--- config.mk ---
export PLATFORM = sky130hd
export DESIGN_NAME = sadc_ctrl
export DESIGN_NICKNAME = d
export VERILOG_FILES = /design/src/rtl/sadc_pkg.sv /design/src/rtl/sadc_sync.sv /design/src/rtl/sadc_cs_qual.sv /design/src/rtl/sadc_sar.sv /design/src/rtl/sadc_ctrl.sv
export SDC_FILE = /design/constraint.sdc
export NUM_CORES = 1
export LEC_CHECK = 0
export CAP_MARGIN = 20
export CORE_AREA = 2 2 99 101
export DETAILED_ROUTE_END_ITERATION = 10
export DIE_AREA = 0 0 101 103
export GPL_ROUTABILITY_DRIVEN = 0
export PLACE_DENSITY = 0.71
export SLEW_MARGIN = 25
export SYNTH_ARGS = -nofsm -noshare
export SYNTH_HDL_FRONTEND = slang
export SYNTH_SLANG_ARGS = --single-unit
--- constraint.sdc ---
create_clock -name sys_clk -period 2.7 [get_ports sys_clk]
set_clock_uncertainty 0.15 [all_clocks]
set_input_delay 0.27 -clock sys_clk [delete_from_list [all_inputs] [get_ports sys_clk]]
set_output_delay 0.27 -clock sys_clk [all_outputs]
set_load 0.02 [all_outputs]
--- src/rtl/sadc_pkg.sv ---
package sadc_pkg;
    typedef enum logic [1:0] {
        ST_IDLE = 2'd0,
        ST_XFER = 2'd1,
        ST_SAMP = 2'd2,
        ST_CONV = 2'd3
    } seq_state_e;
endpackage

--- src/rtl/sadc_sync.sv ---
module sadc_sync #(
    parameter int          W       = 1,
    parameter int          STAGES  = 2,
    parameter logic [W-1:0] RST_VAL = '0
) (
    input  logic         clk,
    input  logic         rst_n,
    input  logic [W-1:0] din,
    output logic [W-1:0] dout
);
    logic [W-1:0] stage_d [STAGES];
    logic [W-1:0] stage_q [STAGES];

    for (genvar g = 0; g < STAGES; g++) begin : g_stage
        if (g == 0) begin : g_first
            always_comb stage_d[g] = din;
        end else begin : g_next
            always_comb stage_d[g] = stage_q[g-1];
        end
        always_ff @(posedge clk or negedge rst_n) begin
            if (!rst_n) stage_q[g] <= RST_VAL;
            else        stage_q[g] <= stage_d[g];
        end
    end

    assign dout = stage_q[STAGES-1];
endmodule

--- src/rtl/sadc_cs_qual.sv ---
module sadc_cs_qual #(
    parameter int SYNC_STAGES = 2,
    parameter int CS_QUAL     = 3
) (
    input  logic clk,
    input  logic rst_n,
    input  logic cs_n,
    output logic cs_act,
    output logic cs_go
);
    localparam int            QW    = $clog2(CS_QUAL + 1);
    localparam logic [QW-1:0] QLAST = QW'(CS_QUAL - 1);

    typedef struct packed {
        logic [QW-1:0] cnt;
        logic          act;
        logic          go;
    } qual_t;

    qual_t q, d;
    logic  cs_s;

    sadc_sync #(.W(1), .STAGES(SYNC_STAGES), .RST_VAL(1'b1)) u_cs_sync (
        .clk (clk),
        .rst_n(rst_n),
        .din (cs_n),
        .dout(cs_s)
    );

    always_comb begin
        d    = q;
        d.go = 1'b0;
        if (cs_s) begin
            d.cnt = '0;
            d.act = 1'b0;
        end else if (!q.act) begin
            if (q.cnt == QLAST) begin
                d.act = 1'b1;
                d.go  = 1'b1;
            end else begin
                d.cnt = q.cnt + 1'b1;
            end
        end
    end

    always_ff @(posedge clk or negedge rst_n) begin
        if (!rst_n) q <= '0;
        else        q <= d;
    end

    assign cs_act = q.act;
    assign cs_go  = q.go;

    // recognition needs the select low over the preceding cycles
    p_qual_r1: assert property (@(posedge clk) disable iff (!rst_n)
        $rose(q.act) |-> ($past(!cs_s) && $past(!cs_s, 2)));
endmodule

--- src/rtl/sadc_sar.sv ---
module sadc_sar #(
    parameter int DW       = 8,
    parameter int CONV_CYC = 20
) (
    input  logic          clk,
    input  logic          rst_n,
    input  logic          start,
    input  logic          abort,
    input  logic [DW-1:0] level,
    output logic          busy,
    output logic          done,
    output logic [DW-1:0] result
);
    localparam int            CW    = $clog2(CONV_CYC);
    localparam logic [CW-1:0] CLAST = CW'(CONV_CYC - 1);

    typedef struct packed {
        logic          busy;
        logic          done;
        logic [CW-1:0] cnt;
        logic [DW-1:0] mask;
        logic [DW-1:0] acc;
        logic [DW-1:0] held;
    } sar_t;

    sar_t          q, d;
    logic [DW-1:0] trial;

    always_comb begin
        d      = q;
        d.done = 1'b0;
        trial  = q.acc | q.mask;
        if (abort) begin
            d.busy = 1'b0;
        end else if (start) begin
            d.busy = 1'b1;
            d.held = level;
            d.acc  = '0;
            d.mask = {1'b1, {(DW-1){1'b0}}};
            d.cnt  = '0;
        end else if (q.busy) begin
            if (q.mask != '0) begin
                if (trial <= q.held) d.acc = trial;
                d.mask = q.mask >> 1;
            end
            if (q.cnt == CLAST) begin
                d.busy = 1'b0;
                d.done = 1'b1;
            end else begin
                d.cnt = q.cnt + 1'b1;
            end
        end
    end

    always_ff @(posedge clk or negedge rst_n) begin
        if (!rst_n) q <= '0;
        else        q <= d;
    end

    assign busy   = q.busy;
    assign done   = q.done;
    assign result = q.acc;

    // completion is a single-cycle event
    p_sar_pulse_r7: assert property (@(posedge clk) disable iff (!rst_n)
        q.done |=> !q.done);
    // the approximation never overshoots the held level
    p_sar_bound_r6: assert property (@(posedge clk) disable iff (!rst_n)
        q.done |-> (q.acc <= q.held));
endmodule

--- src/rtl/sadc_ctrl.sv ---
module sadc_ctrl #(
    parameter int          DW          = 8,
    parameter int          AW          = 4,
    parameter int          SYNC_STAGES = 2,
    parameter int          CS_QUAL     = 3,
    parameter int          SAMP_CYC    = 12,
    parameter int          CONV_CYC    = 20,
    parameter int          SELF_CODE   = 11,
    parameter logic [DW-1:0] SELF_WORD = 8'h80
) (
    input  logic          sys_clk,
    input  logic          rst_n,
    input  logic          cs_n,
    input  logic          io_clk,
    input  logic          addr_in,
    input  logic [DW-1:0] ain_level,
    output logic          dout,
    output logic          dout_en,
    output logic          eoc,
    output logic [AW-1:0] chan_sel,
    output logic          sample_track
);
    import sadc_pkg::*;

    localparam int             FW        = $clog2(DW + 1);
    localparam int             SW        = $clog2(SAMP_CYC);
    localparam logic [FW-1:0]  RISE_MAX  = FW'(DW);
    localparam logic [FW-1:0]  ADDR_BITS = FW'(AW);
    localparam logic [FW-1:0]  ADDR_LAST = FW'(AW - 1);
    localparam logic [FW-1:0]  FALL_LAST = FW'(DW - 1);
    localparam logic [SW-1:0]  SAMP_LAST = SW'(SAMP_CYC - 1);
    localparam logic [AW-1:0]  SELF_MIN  = AW'(SELF_CODE);

    typedef struct packed {
        seq_state_e    st;
        logic [AW-1:0] addr_sh;
        logic [AW-1:0] chan;
        logic [DW-1:0] out_sh;
        logic [DW-1:0] result;
        logic [FW-1:0] rcnt;
        logic [FW-1:0] fcnt;
        logic [SW-1:0] scnt;
        logic          eoc;
        logic          den;
        logic          track;
        logic          io_prev;
    } seq_t;

    seq_t          q, d;
    logic          io_s, addr_s;
    logic          cs_act, cs_go;
    logic          io_rise, io_fall;
    logic          sar_start, sar_abort, sar_busy, sar_done;
    logic [DW-1:0] sar_res, conv_level;

    sadc_sync #(.W(2), .STAGES(SYNC_STAGES), .RST_VAL(2'b00)) u_io_sync (
        .clk  (sys_clk),
        .rst_n(rst_n),
        .din  ({io_clk, addr_in}),
        .dout ({io_s, addr_s})
    );

    sadc_cs_qual #(.SYNC_STAGES(SYNC_STAGES), .CS_QUAL(CS_QUAL)) u_qual (
        .clk   (sys_clk),
        .rst_n (rst_n),
        .cs_n  (cs_n),
        .cs_act(cs_act),
        .cs_go (cs_go)
    );

    assign conv_level = (q.chan >= SELF_MIN) ? SELF_WORD : ain_level;

    sadc_sar #(.DW(DW), .CONV_CYC(CONV_CYC)) u_sar (
        .clk   (sys_clk),
        .rst_n (rst_n),
        .start (sar_start),
        .abort (sar_abort),
        .level (conv_level),
        .busy  (sar_busy),
        .done  (sar_done),
        .result(sar_res)
    );

    assign io_rise = io_s & ~q.io_prev;
    assign io_fall = ~io_s & q.io_prev;

    always_comb begin
        d         = q;
        d.io_prev = io_s;
        sar_start = 1'b0;
        sar_abort = 1'b0;
        unique case (q.st)
            ST_IDLE: begin
                if (cs_go) begin
                    d.st     = ST_XFER;
                    d.den    = 1'b1;
                    d.out_sh = q.result;
                    d.rcnt   = '0;
                    d.fcnt   = '0;
                end
            end
            ST_XFER: begin
                if (!cs_act) begin
                    d.st    = ST_IDLE;
                    d.den   = 1'b0;
                    d.track = 1'b0;
                    d.rcnt  = '0;
                    d.fcnt  = '0;
                end else begin
                    if (io_rise && (q.rcnt < RISE_MAX)) begin
                        d.rcnt = q.rcnt + 1'b1;
                        if (q.rcnt < ADDR_BITS)
                            d.addr_sh = {q.addr_sh[AW-2:0], addr_s};
                    end
                    if (io_fall && (q.fcnt < q.rcnt)) begin
                        d.fcnt = q.fcnt + 1'b1;
                        if (q.fcnt == ADDR_LAST) begin
                            d.chan  = q.addr_sh;
                            d.track = 1'b1;
                        end
                        if (q.fcnt == FALL_LAST) begin
                            d.st   = ST_SAMP;
                            d.den  = 1'b0;
                            d.eoc  = 1'b0;
                            d.scnt = '0;
                        end else begin
                            d.out_sh = {q.out_sh[DW-2:0], 1'b0};
                        end
                    end
                end
            end
            ST_SAMP, ST_CONV: begin
                if (cs_go) begin
                    sar_abort = (q.st == ST_CONV);
                    d.st      = ST_XFER;
                    d.den     = 1'b1;
                    d.eoc     = 1'b1;
                    d.track   = 1'b0;
                    d.out_sh  = q.result;
                    d.rcnt    = '0;
                    d.fcnt    = '0;
                end else if (q.st == ST_SAMP) begin
                    if (q.scnt == SAMP_LAST) begin
                        d.track   = 1'b0;
                        d.st      = ST_CONV;
                        sar_start = 1'b1;
                    end else begin
                        d.scnt = q.scnt + 1'b1;
                    end
                end else if (sar_done) begin
                    d.result = sar_res;
                    d.eoc    = 1'b1;
                    d.rcnt   = '0;
                    d.fcnt   = '0;
                    if (cs_act) begin
                        d.st     = ST_XFER;
                        d.den    = 1'b1;
                        d.out_sh = sar_res;
                    end else begin
                        d.st = ST_IDLE;
                    end
                end
            end
            default: d.st = ST_IDLE;
        endcase
    end

    always_ff @(posedge sys_clk or negedge rst_n) begin
        if (!rst_n) begin
            q     <= '0;
            q.st  <= ST_IDLE;
            q.eoc <= 1'b1;
        end else begin
            q <= d;
        end
    end

    assign dout         = q.den & q.out_sh[DW-1];
    assign dout_en      = q.den;
    assign eoc          = q.eoc;
    assign chan_sel     = q.chan;
    assign sample_track = q.track;

    // releasing the select turns the driver off on the next cycle
    p_hiz_r2: assert property (@(posedge sys_clk) disable iff (!rst_n)
        $fell(cs_act) |=> !dout_en);
    // the flag drops only with the driver off and tracking active
    p_eoc_fall_r5: assert property (@(posedge sys_clk) disable iff (!rst_n)
        $fell(q.eoc) |-> (!q.den && q.track));
    // end of tracking coincides with the converter becoming busy
    p_conv_start_r6: assert property (@(posedge sys_clk) disable iff (!rst_n)
        ($fell(q.track) && (q.st == ST_CONV)) |-> sar_busy);
    // the flag rises only with the converter idle
    p_eoc_rise_r7: assert property (@(posedge sys_clk) disable iff (!rst_n)
        $rose(q.eoc) |-> !sar_busy);
endmodule

==> impl_metrics.py <==
metrics = {
    "clocking": {
        "ctsResizeCount": 0,
        "cts-root-buf": "clkbuf_8",
        "post_cts_buffers": 0,
        "cts_buffers": 9,
        "cts_tree": "built",
        "h-tree-depth": 3,
        "clock_path_buffers": 2,
        "clock_latency_ps": 350,
        "cts.sinks": 83,
        "clk_pin_slew_ps": 80,
    },
    "logic_synthesis": {
        "yosysTopAreaCell": "dfrtp_1",
        "postSynth.asyncResetShare_pct": 100.0,
        "syn_avg_cell_area_um2": 10.33,
        "netlist_instances": 393,
        "seq_area_frac_synth_pct": 51.23,
        "yosys.area_share.adder_pct": 4.929,
        "syn_nets": 422,
        "synth_compound_area_share_pct": 15.22,
        "synth_area_mm2": 0.004061,
        "synthTopCellsByArea": "dfrtp_1, nand2_1, ha_1",
        "yosysMostFrequentCell": "dfrtp_1",
        "yosysTopAreaCellShare_pct": 49.29,
        "synthMuxAreaShare_pct": 6.685,
        "synth_flop_cell": "dfrtp_1",
        "synth-simple-area-share_pct": 17.50,
        "synth_common_cells": "dfrtp_1, nand2_1, nor2_1",
        "yosys_warnings": 0,
        "synth_xor_area_share_pct": 0.4313,
        "netlist-cell-type-count": 61,
        "ys_ff_latch": 83,
        "synth_edf_count": 0,
        "synth_top_family_by_area": "simple AND/OR/NAND/NOR gates",
    },
    "sta": {
        "slew_headroom_pct": 49.87,
        "setup_tns_ps": 0,
        "worst_pin_slew_ps": 752.0,
        "fmax_mhz": 407.0,
        "fin_crit_sh_pct": 91.00,
        "period_minus_slack_ps": 2457,
        "grt_setup_unrepaired": "no",
        "fin_ws_ps": 243.0,
        "final_max_slew_viol_count": 0,
        "finalHoldViolations": 0,
        "setup_viol": 0,
    },
    "drt": {
        "vias": 2975,
        "first_pass_iters": 4,
        "vias_per_cell": 5.550,
        "drt_iter0_drc": 194,
        "ant_nets": 0,
        "drc": 0,
        "drt_wl_total_um": 7890,
        "wl_per_cell_um": 14.72,
    },
    "finish": {
        "fin_nets": 446,
        "final_cell_area_mm2": 0.004619,
        "layout-drive-gt1-share_pct": 15.40,
        "n_antenna_cell": 0,
        "area_growth_pct": 13.74,
    },
    "min_path": {
        "hp-class": "input port to register",
        "hold_path_end": "u_qual.u_cs_sync.stage_d[0]",
        "hold_depth": 1,
        "worstHoldStart": "cs_n",
    },
    "placement": {
        "place_area_mm2": 0.004390,
        "dpl_worst_slack_ps": 278.2,
        "portBuffers": 20,
        "hpwl_um": 5577,
    },
    "pwr": {
        "p_comb_share_pct": 12.4,
        "p_per_area_mw_per_mm2": 576.7,
        "p_leak_nw": 2.299,
        "switchingPower_uw": 672.1,
        "pwr-share-seq_pct": 50.8,
        "peakVddDrop_mv": 0.3596,
        "p_clk_share_pct": 36.7,
        "p_sw_share_pct": 25.23,
        "power.internal_mw": 1.992,
    },
    "critical_path": {
        "arrival_ps": 2590,
        "required_ps": 2830,
        "slowest_stage": "dfrtp_1",
        "max_stage_delay_ps": 420,
        "rr_worst_depth": 7,
        "cp_num_cells": 7,
        "end_kind": "register",
        "rr_endpoint": "u_sar.result[4]",
        "path_buf_inv": 0,
        "r2r_setup_slack_ps": 240,
        "cp_cell_sequence": "or2_2, ha_1, a211oi_1, nor2_1, a2111o_1, o21ai_2, o211a_1",
        "path_class": "register to register",
        "path_delay_family": "compound AO/OA/AOI/OAI gates",
        "worst_setup_path_start_kind": "register",
        "r2r-start": "u_sar.q[21]",
        "crit_fanout": 8,
    },
    "floorplanning": {
        "fp.dieH_um": 103,
        "core_area_mm2": 0.009459,
        "initial_utilization_pct": 42.94,
        "die_x_um": 101,
        "rows": 36,
        "ioPinCount": 21,
        "die_area_mm2": 0.01040,
    },
    "run_status": {
        "status": "complete, no violations",
    },
    "global_routing": {
        "grt_usage_pct": 17.33,
        "grt_pass1_wl_um": 14280,
        "gr-total-overflow": 0,
        "grt_max_degree": 66,
        "grt_pass1_vias": 2937,
        "antenna_found_initial": 0,
    },
    "job": {
        "maxCapViolCount": 0,
    },
}
-- metal layers --
metal	track usage, %	routed length [µm]	part of all wire (%)
met5	0	0	0
met4	7.900	120	1.5
met3	2.644	235	3.0
met2	26.36	3630	46
met1	24.64	3904	49
-- layout by cell type (no fill, tap or decap), types with 10 or more instances in the layout --
master and count:
o21ai_0 13, nand3_1 18, ha_1 16, inv_1 15, clkdlybuf4s50_1 19, buf_4 11, dfrtp_1 80, clkbuf_8 10
nor2_1 20, a21oi_1 17, nand2_1 64, mux2_2 17
-- worst max-delay path by stage --
| stage | start | end | slack [ps] |
|---|---|---|---|
| after floorplan | u_sar.q[21] | u_sar.result[1] | 450 |
| after global placement | u_sar.q[21] | u_sar.result[5] | 320 |
| after detailed placement | u_sar.q[21] | u_sar.result[4] | 280 |
| after CTS | q[11] | q[26] | 260 |
| after global routing | u_sar.q[21] | u_sar.result[4] | 120 |
| final | u_sar.q[21] | u_sar.result[4] | 240 |
-- worst register-to-register path, stage by stage (launching register included) --
cell and delay (ps):
dfrtp_1 420, or2_2 320, ha_1 300, a211oi_1 240, nor2_1 70, a2111o_1 390
o21ai_2 320, o211a_1 190
-- kinds of logic after synthesis --
logic type | count (synthesis)
compound gates | 87
xor+xnor | 2
fa+ha+maj | 16
buf+inv | 34
flops | 83
mux | 25
simple gates | 146
-- through the flow --
stage          cells  hold slack [ps]  power (mW)  util, %
2_1_floorplan    393           -175.6       1.576        -
3_3_place_gp     519            10.64       1.701    46.42
3_5_place_dp     519            13.58       1.714    46.42
4_1_cts          536            157.1       2.697    48.84
5_1_grt          536            168.1       2.800    48.84
6_report         536            173.9       2.664    48.84
-- flip-flops by register name, indices dropped and copies added, names as in the netlist, 2 cells and up --
| name | count |
|---|---|
| u_sar.q | 21 |
| chan_sel | 4 |
| u_qual.q | 2 |
| u_io_sync.stage_d | 2 |
| u_io_sync.dout | 2 |
| q | 35 |
| u_sar.result | 8 |
-- final cells by class --
cell class / count / area [µm²]
fill: 860 / 4840
sequential: 83 / 2081
multi-input combinational: 276 / 1818
timing repair buffer: 32 / 302.8
tap: 114 / 142.6
clock buffer: 11 / 141.4
clock inverter: 5 / 77.57
inverter: 15 / 56.30
-- power by group through the flow --
stage                     registers (mW)  logic, mW  clock network [mW]
after CTS                           1.36      0.337                1.01
final                               1.35      0.331               0.979
after detailed placement            1.38      0.334                   0
after floorplan                     1.36      0.212                   0
after global routing                1.37      0.375                1.06
after global placement              1.38      0.324                   0
-- repair_timing --
item | in CTS | in global routing
endpoints found under the hold margin | 46 | 0
hold buffers | 1 | 0
endpoints found under the setup margin | 0 | 0
Note: power is estimated with default switching activity, not from simulation.
